File: src/rtl/keyed_watchdog.sv
module keyed_watchdog #(
  parameter int AW          = 6,
  parameter int TW          = 15,
  parameter int DEF_TIMEOUT = 6000
) (
  input  logic          clk,
  input  logic          rst_n,
  input  logic          por_n,
  input  logic [AW-1:0] addr,
  input  logic [15:0]   wdata,
  input  logic          wr_en,
  input  logic          rd_en,
  output logic [15:0]   rdata,
  input  logic          tick,
  input  logic          dbg_mode,
  output logic          irq,
  output logic          reset_req
);

  localparam int WA = AW - 2;
  localparam logic [WA-1:0] A_FEED = WA'(0),  A_TMO  = WA'(1),  A_DIS1 = WA'(2);
  localparam logic [WA-1:0] A_DIS2 = WA'(3),  A_STAT = WA'(4),  A_CNT  = WA'(5);
  localparam logic [WA-1:0] A_DBG  = WA'(6),  A_RES  = WA'(7),  A_EVT  = WA'(8);
  localparam logic [WA-1:0] A_MASK = WA'(9),  A_FRC  = WA'(10);
  localparam logic [15:0] K_FEED = 16'hFEED, K_DIS1 = 16'h2BAD, K_DIS2 = 16'hCAFE;
  localparam logic [15:0] K_RES  = 16'hACED, K_CLR  = 16'hE8B4;
  localparam logic [15:0] C_OFF  = 16'hDABE, C_TOUT = 16'hCFE8;

  logic [TW-1:0] timeout_q, count_q;
  logic enabled_q, dis_armed_q, timed_out_q, upd_q, rst_req_q;
  logic evt_q, mask_q, force_q, dbg_ovr_q;

  wire [WA-1:0] sel   = addr[AW-1:2];
  wire          align = (addr[1:0] == 2'b00);
  wire          wr    = wr_en & align;
  wire feed_hit = wr && sel == A_FEED && wdata == K_FEED;
  wire active   = enabled_q & (~dbg_mode | dbg_ovr_q);
  wire step     = active & tick & ~feed_hit;
  wire expire   = step && count_q == '0;
  wire warn     = step && count_q == TW'(1);

  always_ff @(posedge clk or negedge rst_n) begin
    if (!rst_n) begin
      timeout_q   <= TW'(DEF_TIMEOUT);
      count_q     <= TW'(DEF_TIMEOUT);
      enabled_q   <= 1'b0;
      dis_armed_q <= 1'b0;
      upd_q       <= 1'b0;
      rst_req_q   <= 1'b0;
      evt_q       <= 1'b0;
      mask_q      <= 1'b0;
      force_q     <= 1'b0;
      dbg_ovr_q   <= 1'b0;
    end else begin
      upd_q     <= step && count_q != '0;
      rst_req_q <= expire;
      if (wr) dis_armed_q <= (sel == A_DIS1 && wdata == K_DIS1);
      if (wr && sel == A_DIS2 && wdata == K_DIS2 && dis_armed_q) enabled_q <= 1'b0;
      else if (wr && sel == A_RES && wdata == K_RES)              enabled_q <= 1'b1;
      if (wr && sel == A_TMO)  timeout_q <= wdata[TW-1:0];
      if (wr && sel == A_MASK) mask_q    <= wdata[0];
      if (wr && sel == A_FRC)  force_q   <= wdata[0];
      if (wr && sel == A_DBG)  dbg_ovr_q <= wdata[0];
      if (feed_hit)    count_q <= timeout_q;
      else if (expire) count_q <= timeout_q;
      else if (step)   count_q <= count_q - TW'(1);
      if (warn || force_q)                        evt_q <= 1'b1;
      else if (wr && sel == A_EVT && wdata[0])    evt_q <= 1'b0;
    end
  end

  always_ff @(posedge clk or negedge por_n) begin
    if (!por_n)                                          timed_out_q <= 1'b0;
    else if (expire)                                     timed_out_q <= 1'b1;
    else if (wr && sel == A_STAT && wdata == K_CLR)      timed_out_q <= 1'b0;
  end

  always_comb begin
    rdata = '0;
    if (rd_en && align) begin
      case (sel)
        A_TMO:   rdata = 16'(timeout_q);
        A_DIS2:  rdata = enabled_q ? 16'h0000 : C_OFF;
        A_STAT:  rdata = timed_out_q ? C_TOUT : 16'h0000;
        A_CNT:   rdata = {upd_q, 15'(count_q)};
        A_DBG:   rdata = {14'd0, dbg_mode, dbg_ovr_q};
        A_EVT:   rdata = {15'd0, evt_q};
        A_MASK:  rdata = {15'd0, mask_q};
        A_FRC:   rdata = {15'd0, force_q};
        default: rdata = '0;
      endcase
    end
  end

  assign irq       = evt_q & mask_q;
  assign reset_req = rst_req_q;

  p_feed_reload_r2: assert property (@(posedge clk) disable iff (!rst_n)
    $past(feed_hit) |-> count_q == $past(timeout_q));
  p_count_hold_r4: assert property (@(posedge clk) disable iff (!rst_n)
    !$past(active & tick) && !$past(feed_hit) |-> $stable(count_q));
  p_disable_seq_r5: assert property (@(posedge clk) disable iff (!rst_n)
    $fell(enabled_q) |-> $past(dis_armed_q) && $past(wr && sel == A_DIS2));
  p_pulse_width_r7: assert property (@(posedge clk) disable iff (!rst_n)
    reset_req |=> !reset_req);
  p_status_set_r7: assert property (@(posedge clk) disable iff (!rst_n)
    $rose(timed_out_q) |-> reset_req);
  p_valid_flag_r12: assert property (@(posedge clk) disable iff (!rst_n)
    upd_q |-> $past(tick) && $past(active));

endmodule

File: config.mk
export PLATFORM = sky130hd
export DESIGN_NAME = keyed_watchdog
export DESIGN_NICKNAME = d
export VERILOG_FILES = /design/src/rtl/keyed_watchdog.sv
export SDC_FILE = /design/constraint.sdc
export NUM_CORES = 1
export LEC_CHECK = 0
export ABC_AREA = 1
export BUFFER_PORTS_ARGS = -buffer_cell sky130_fd_sc_hd__buf_2
export CAP_MARGIN = 25
export CORE_ASPECT_RATIO = 0.9
export CORE_MARGIN = 3
export CORE_UTILIZATION = 51
export CTS_BUF_LIST = sky130_fd_sc_hd__clkbuf_8 sky130_fd_sc_hd__clkbuf_16
export DETAILED_ROUTE_END_ITERATION = 12
export GPL_TIMING_DRIVEN = 0
export PLACE_DENSITY = 0.86
export SYNTH_ARGS = -nofsm -noshare
export SYNTH_HDL_FRONTEND = slang
export SYNTH_SLANG_ARGS = --single-unit
File: constraint.sdc
create_clock -name clk -period 1.5 [get_ports clk]
set_input_delay 0.15 -clock clk [delete_from_list [all_inputs] [get_ports clk]]
set_output_delay 0.15 -clock clk [all_outputs]
set_load 0.005 [all_outputs]
==> run_results.csv, run 1 <==
group,metric,value,unit
run_status,run_status,"finished, violations left",
run_status,violations,"negative setup slack",
hold_path,hold_depth,3,
yosys,post_synth_inst_count,433,
finish,n_antenna_cell,0,
clocking,clkSlewWorstSetupHoldPaths,80,ps
clocking,cts_num_sinks,39,
route,remaining_drc_errors,0,
pwr,comb_power_share,46.8,%
setup_path,worstReg2RegEnd,"count_q[11]",
route,post_drt_wl_per_cell,16.7,um
route,met2RoutedLength,4500,um
die,die_footprint,6420,sq um
yosys,synth_edf_count,0,
setup_path,critical_path.top_delay_family,"simple AND/OR/NAND/NOR gates",
sta,setup_violations,20,
route,met3_length,874,um
setup_path,crit_slowest_cell,"sky130_fd_sc_hd__dfrtp_1",
sta,final.setup_skew,4.83,ps
sta,grt_setup_unrepaired,"yes",
setup_path,cp_data_arrival_time,1950,ps
setup_path,critical_path_start,"count_q[1]",
setup_path,worst-setup-path-type,"register to register",
yosys,post-synth-top-area-fraction,22.3,%
placed_design,port_buffers,46,
yosys,synth_nets,465,
sta,final.setup.worst_slack,-201,ps
pwr,p_per_area,1390,nW/um^2
placed_design,gpl.final_weighted_congestion,1.00,
setup_path,rrSetupSlack,-200,ps
sta,final_hold_viol_count,0,
route,routed.top_layer,"met4",
yosys,average_instance_area_after_synthesis,6.47,sq um
pwr,p_leak,1.97,nW
pwr,sequentialPowerShare,32.9,%
sta,period_share,113,%
die,initial_utilization,55.2,%
clocking,cts_tree,"built",
grt,grt_pass1_wl,14300,um
route,detailedRoute.firstPassIterationCount,5,
grt,largest_net_degree_at_the_start_of_global_routing,39,
grt,grt_usage,27.9,%
sta,holdWs,107,ps
flow_run,maxCapViolations,0,
finish,final_core_utilization,74.6,%
route,drt-initial-drc-count,388,
route,routed_wl,9620,um
die,design.core.area,5070,sq um
die,die_h,76.3,um
setup_path,critical_path_peak_fanout,5,
clocking,cts-root-buf,"sky130_fd_sc_hd__clkbuf_8",
yosys,number_of_warnings_issued_by_yosys,0,
finish,stdcell_area,3780,sq um
setup_path,rr_startpoint,"count_q[1]",
yosys,synth_area_leaders,"sky130_fd_sc_hd__dfrtp_1, sky130_fd_sc_hd__nand2_1, sky130_fd_sc_hd__dfstp_2",
placed_design,half_perimeter_wire_length_of_the_detailed_placement_result,6260,um
die,row_count,24,
yosys,ys_seq_elements,39,
setup_path,setup.worst_path.end_class,"register",
setup_path,timing.critical_path.cells,"inv_2, ha_4, nand2_2, nor2_1, nand2_1, o21ai_4, inv_4, buf_8, nand2_2, nand3_2, nand2_1",
yosys,ys_types,34,
setup_path,crit_path_max_incr_delay,430,ps
clocking,number_of_buffers_created_by_cts,5,
grt,grt_antenna_before_repair,0,
route,detailroute.via_count,3242,
setup_path,ff2ff_path_depth,11,
sta,timing.slew.headroom,43.2,%
setup_path,startpoint_type,"register",
setup_path,required,1750,ps
pwr,power.share.switching,42.7,%
yosys,ys_top_cells_by_count,"sky130_fd_sc_hd__nand2_1, sky130_fd_sc_hd__inv_1, sky130_fd_sc_hd__nor2_1",
yosys,asr_flop_ratio_synth,100,%
setup_path,worstSetupEndpoint,"count_q[11]",
yosys,synth_area_leader_cell,"sky130_fd_sc_hd__dfrtp_1",
setup_path,cp.depth,11,
pwr,report.power.total,5.28,mW
route,ant_nets,0,
finish,area_growth_syn_to_layout,35.2,%
grt,grt_pass1_vias,3001,
hold_path,hold_wc_path_type,"primary input to register",
setup_path,worst-path-buf-inv,3,
pwr,p_clk_share,20.2,%
sta,timing_worst_slew_pin_value,852,ps
yosys,syn-cell-area,2800,sq um
clocking,maximum_buffer_depth_of_the_clock_tree,2,
route,met1_wire_length,3850,um
pwr,internal-power,3.02,mW
finish,finish.net_count,541,
placed_design,instance_area_after_placement,3110,sq um
clocking,clk_latency,310,ps
sta,fmax,0.588,GHz
pwr,vdd.ir_drop.worst,833,uV
die,design.portCount,47,
sta,timing.final.max_slew_violations,0,
pwr,switchingPower,2.25,mW
hold_path,worstHoldStart,"wdata[10]",
clocking,htree_num_levels,2,
yosys,yosysSeqAreaShare,35.5,%
sta,final.min_clock_period,1700,ps
die,chipWidth,84.1,um
yosys,postSynth.topFlopCell,"sky130_fd_sc_hd__dfrtp_1",
grt,global_route.overflow_total,0,
route,vias_per_cell,5.64,
finish,final_layout_size_suffix_gt1_share,35.3,%
yosys,post-synth-top-count-cell,"sky130_fd_sc_hd__nand2_1",
-- final cells by class --
class / instances / area (sq um)
fill: 389 / 1290
inverter: 74 / 280
sequential: 39 / 997
clock buffer: 5 / 68.8
timing repair buffer: 69 / 434
tap: 65 / 81.3
buffer: 10 / 80.1
clock inverter: 3 / 63.8
multi-input combinational: 310 / 1780
-- cells in the final DEF, fill, tap and decap left out, types with 4 or more instances in the layout --
cell type / n
sky130_fd_sc_hd__clkbuf_8: 5
sky130_fd_sc_hd__nor3_1: 4
sky130_fd_sc_hd__nand4_1: 7
sky130_fd_sc_hd__nor2_1: 50
sky130_fd_sc_hd__inv_1: 61
sky130_fd_sc_hd__buf_6: 9
sky130_fd_sc_hd__a21oi_1: 13
sky130_fd_sc_hd__o211ai_1: 4
sky130_fd_sc_hd__dfstp_2: 14
sky130_fd_sc_hd__nand3_1: 16
sky130_fd_sc_hd__nor2_4: 8
sky130_fd_sc_hd__nand2_4: 7
sky130_fd_sc_hd__inv_2: 13
sky130_fd_sc_hd__nand2_2: 17
sky130_fd_sc_hd__buf_4: 17
sky130_fd_sc_hd__a221oi_2: 6
sky130_fd_sc_hd__nand2_1: 119
sky130_fd_sc_hd__nand3_2: 13
sky130_fd_sc_hd__o21ai_0: 12
sky130_fd_sc_hd__buf_2: 49
sky130_fd_sc_hd__dfrtp_1: 22
-- what timing repair did --
item | in CTS | in global routing
gates resized for setup | 41 | 59
gates cloned | 1 | 1
buffers inserted | 16 | 3
hold buffers | 2 | 0
pin swaps | 11 | 13
endpoints found under the hold margin | 25 | 0
setup endpoints to repair | 28 | 32
-- per-layer routing --
| layer | global-route usage (%) | vias up |
|---|---|---|
| met5 | 0 | - |
| li1 | - | 1509 |
| met2 | 44.9 | 190 |
| met3 | 5.51 | 44 |
| met1 | 36.6 | 1499 |
| met4 | 11.4 | 0 |
-- flip-flops by register name, indices dropped and copies added, names as in the netlist --
signal	cells
reset_req	1
dis_armed_q	1
dbg_ovr_q	1
timeout_q	15
mask_q	1
count_q	15
force_q	1
enabled_q	1
timed_out_q	1
upd_q	1
evt_q	1
-- worst min-delay path by stage --
stage | end | slack (ps)
6_report | timeout_q[10] | 110
5_1_grt | timeout_q[10] | 120
4_1_cts | timeout_q[10] | 110
3_5_place_dp | timed_out_q | -70
3_3_place_gp | timed_out_q | -80
2_1_floorplan | count_q[0] | -150
-- cells by family (layout without fill, tap and decap cells) --
group                      after synthesis  after routing  synth area share, %
and+or+nand+nor                        254            254                 38.4
buffers and inverters                   84            161                 12.4
AOI/OAI and AO/OA                       47             47                 10.5
DFF                                     39             39                 35.5
xor gates and xnor gates                 6              6                 1.88
adders and majority gates                3              3                 1.34
-- worst reg2reg max path, cell delays in order, from the launching register on --
cell and delay [ps]:
sky130_fd_sc_hd__dfrtp_1 430, sky130_fd_sc_hd__inv_2 130, sky130_fd_sc_hd__ha_4 140, sky130_fd_sc_hd__nand2_2 60
sky130_fd_sc_hd__nor2_1 110, sky130_fd_sc_hd__nand2_1 120, sky130_fd_sc_hd__o21ai_4 220, sky130_fd_sc_hd__inv_4 90
sky130_fd_sc_hd__buf_8 150, sky130_fd_sc_hd__nand2_2 60, sky130_fd_sc_hd__nand3_2 60, sky130_fd_sc_hd__nand2_1 80
-- power groups by stage --
stage                     Clock (mW)  Combinational, mW  Sequential, mW
after floorplan                    0               1.24            1.60
after global placement             0               1.53            1.68
after detailed placement           0               1.57            1.69
after CTS                       1.06               1.98            1.70
after global routing            1.11               2.69            1.76
final                           1.07               2.47            1.74
-- stage by stage --
| stage | setup slack (ps) | TNS [ps] | instances |
|---|---|---|---|
| after CTS | -37.2 | -157 | 571 |
| final | -201 | -3040 | 575 |
| after detailed placement | -189 | -2040 | 544 |
| after floorplan | 39.9 | 0 | 433 |
| after global placement | -182 | -1810 | 544 |
| after global routing | -270 | -4710 | 575 |
No activity file was read; power rests on OpenSTA's default activity.
==> run 2, diff against run 1 <==
clock period = 1.4 ns   (was 1.5 ns; I/O delays follow)
==> run 2 against run 1 <==
The run still ends with negative setup slack left. Die area unchanged. Flip-flop and latch count unchanged. Clock power decreased by 7%. Worst hold slack improved by 6.8 ps. Utilization increased by 0.76 points. Critical path depth unchanged. Sequential power increased by 6%. Register-to-register slack about the same. Power increased by 4.8%. Fmax increased by 5.5%. Worst setup slack got worse by 12 ps. Wire length decreased by 3.8%.
==> run_results.csv, run 2 (synthesis gave the netlist of run 1 again) <==
group,metric,value,unit
setup_path,setup.worst_path.end_class,"register",
clocking,htree_num_levels,2,
finish,highest_count_cells_in_the_layout_ignoring_fill_and_taps,"sky130_fd_sc_hd__nand2_1, sky130_fd_sc_hd__inv_1, sky130_fd_sc_hd__buf_2",
clocking,maximum_buffer_depth_of_the_clock_tree,2,
pwr,p_leak,2.00,nW
clocking,cts_num_sinks,39,
setup_path,timing.critical_path.cells,"buf_4, nor2_1, nand2_1, nor2_2, nand3_1, nand2_1, nand2_1, inv_1, nand2_2, nand3_2, nand2_2",
finish,seqCellArea,996,sq um
grt,grt_antenna_before_repair,0,
clocking,cts_tree,"built",
pwr,sequentialPowerShare,33.2,%
finish,n_antenna_cell,0,
placed_design,half_perimeter_wire_length_of_the_detailed_placement_result,6300,um
setup_path,required,1600,ps
sta,grt_setup_unrepaired,"yes",
route,detailroute.via_count,3247,
setup_path,crit_path_max_incr_delay,410,ps
pwr,internal-power,3.19,mW
sta,timing_worst_slew_pin_value,859,ps
setup_path,rr_startpoint,"count_q[1]",
finish,multiInputGateArea,1760,sq um
route,detailedRoute.firstPassIterationCount,5,
route,vias_per_cell,5.55,
setup_path,cp_data_arrival_time,1810,ps
finish,layout_commonest_cell,"sky130_fd_sc_hd__nand2_1",
pwr,power.share.switching,42.4,%
route,routed.top_layer,"met4",
grt,grt_usage,28.0,%
setup_path,critical_path_start,"count_q[1]",
route,met1_wire_length,3880,um
route,post_drt_wl_per_cell,15.8,um
finish,stdcell_area,3820,sq um
run_status,violations,"negative setup slack",
route,met2RoutedLength,4300,um
die,design.portCount,47,
sta,fmax,0.620,GHz
finish,final_layout_size_suffix_gt1_share,37.3,%
die,chipWidth,84.1,um
setup_path,crit_slowest_cell,"sky130_fd_sc_hd__dfrtp_1",
hold_path,hold_depth,3,
setup_path,startpoint_type,"register",
route,ant_nets,0,
setup_path,critical_path_peak_fanout,3,
run_status,run_status,"finished, violations left",
setup_path,worst-setup-path-type,"register to register",
pwr,p_clk_share,18.1,%
sta,period_share,115,%
pwr,comb_power_share,48.7,%
route,routed_wl,9250,um
clocking,number_of_buffers_created_by_cts,5,
placed_design,instance_area_after_placement,3110,sq um
sta,setup_violations,31,
clocking,cts-root-buf,"sky130_fd_sc_hd__clkbuf_8",
pwr,switchingPower,2.34,mW
clocking,clkSlewWorstSetupHoldPaths,80,ps
hold_path,worstHoldStart,"wdata[8]",
route,drt-initial-drc-count,421,
setup_path,ff2ff_path_depth,11,
sta,final.min_clock_period,1610,ps
sta,timing.final.max_slew_violations,0,
clocking,clk_latency,300,ps
placed_design,gpl.final_weighted_congestion,0.954,
setup_path,cpMostUsedCell,"sky130_fd_sc_hd__nand2_1",
die,row_count,24,
die,die_footprint,6420,sq um
finish,finish.net_count,551,
hold_path,hold_wc_path_type,"primary input to register",
placed_design,port_buffers,46,
finish,layout.filler_cells,369,
grt,grt_pass1_wl,14400,um
route,remaining_drc_errors,0,
sta,holdWs,114,ps
sta,final_hold_viol_count,0,
flow_run,maxCapViolations,0,
finish,layout_top_registers,"count_q x15, timeout_q x15",
die,design.core.area,5070,sq um
finish,area_growth_syn_to_layout,36.6,%
sta,final.setup_skew,6.24,ps
sta,timing.slew.headroom,42.7,%
grt,global_route.overflow_total,0,
sta,final.setup.worst_slack,-213,ps
placed_design,preCtsSetupSlack,-215,ps
grt,grt_pass1_vias,3046,
die,initial_utilization,55.2,%
grt,largest_net_degree_at_the_start_of_global_routing,39,
die,die_h,76.3,um
pwr,vdd.ir_drop.worst,945,uV
route,met3_length,815,um
pwr,p_per_area,1450,nW/um^2
-- run 2: cell types whose count changed in the layout (fill, tap and decap cells not counted), moves of 2 or more --
cell                      change
sky130_fd_sc_hd__buf_4       +10
sky130_fd_sc_hd__nor2_1       -3
sky130_fd_sc_hd__nand3_2      -2
sky130_fd_sc_hd__nor2_2       +4
sky130_fd_sc_hd__buf_6        +2
sky130_fd_sc_hd__nand3_1      +3
sky130_fd_sc_hd__inv_1        -3
sky130_fd_sc_hd__inv_2        +2
-- run 2: cell type report --
| cell class | count | area share, % |
|---|---|---|
| Multi-Input combinational cell | 310 | 45.9 |
| Inverter | 74 | 7.33 |
| Buffer | 10 | 2.09 |
| Clock buffer | 6 | 2.16 |
| Timing Repair Buffer | 79 | 13.4 |
| Clock inverter | 2 | 0.916 |
| Sequential cell | 39 | 26.0 |
| Tap cell | 65 | 2.13 |
-- run 2: timing repair --
| item | 4_1_cts | 5_1_grt |
|---|---|---|
| endpoints found under the setup margin | 31 | 32 |
| gates resized for setup | 56 | 40 |
| gates cloned | 1 | 0 |
| buffers inserted | 19 | 11 |
| hold buffers | 2 | 0 |
| hold endpoints to repair | 25 | 0 |
| pin swaps | 21 | 24 |
-- run 2: critical path, delay by kind of cell (launching register included) --
| family | cells | cell delay (ps) |
|---|---|---|
| buffers and inverters | 2 | 250 |
| flip-flops | 1 | 410 |
| AND/OR/NAND/NOR | 9 | 860 |
-- run 2: power groups by stage --
stage,clock network [mW],registers [mW],logic [mW]
floorplan,0,1.72,1.34
global route,1.06,1.86,2.98
global placement,0,1.80,1.64
finish,1.00,1.84,2.69
detailed placement,0,1.81,1.69
CTS,1.01,1.81,2.20
-- run 2: path summary, 6_finish.rpt --
path | slack [ps] | endpoint
hold reg to reg | 490 | dis_armed_q
max in group asynchronous | 320 | count_q[7]
setup reg to reg | -210 | count_q[11]
min in group asynchronous | 130 | timed_out_q
hold / removal | 110 | timeout_q[8]
setup / recovery | -210 | count_q[11]
-- run 2: routing by layer --
metal	vias to the layer above	global-route usage, %
li1	1539	-
met1	1511	38.0
met2	166	45.3
met3	31	4.22
met4	0	9.97
met5	-	0
-- run 2: stage by stage --
stage	total power [mW]	TNS (ps)	util, %	instances
after floorplan	3.05	-70.1	-	433
after global placement	3.44	-2740	61.4	544
after detailed placement	3.50	-3760	61.4	544
after CTS	5.01	-2460	71.0	574
after global routing	5.90	-5890	75.3	585
final	5.53	-3410	75.3	585
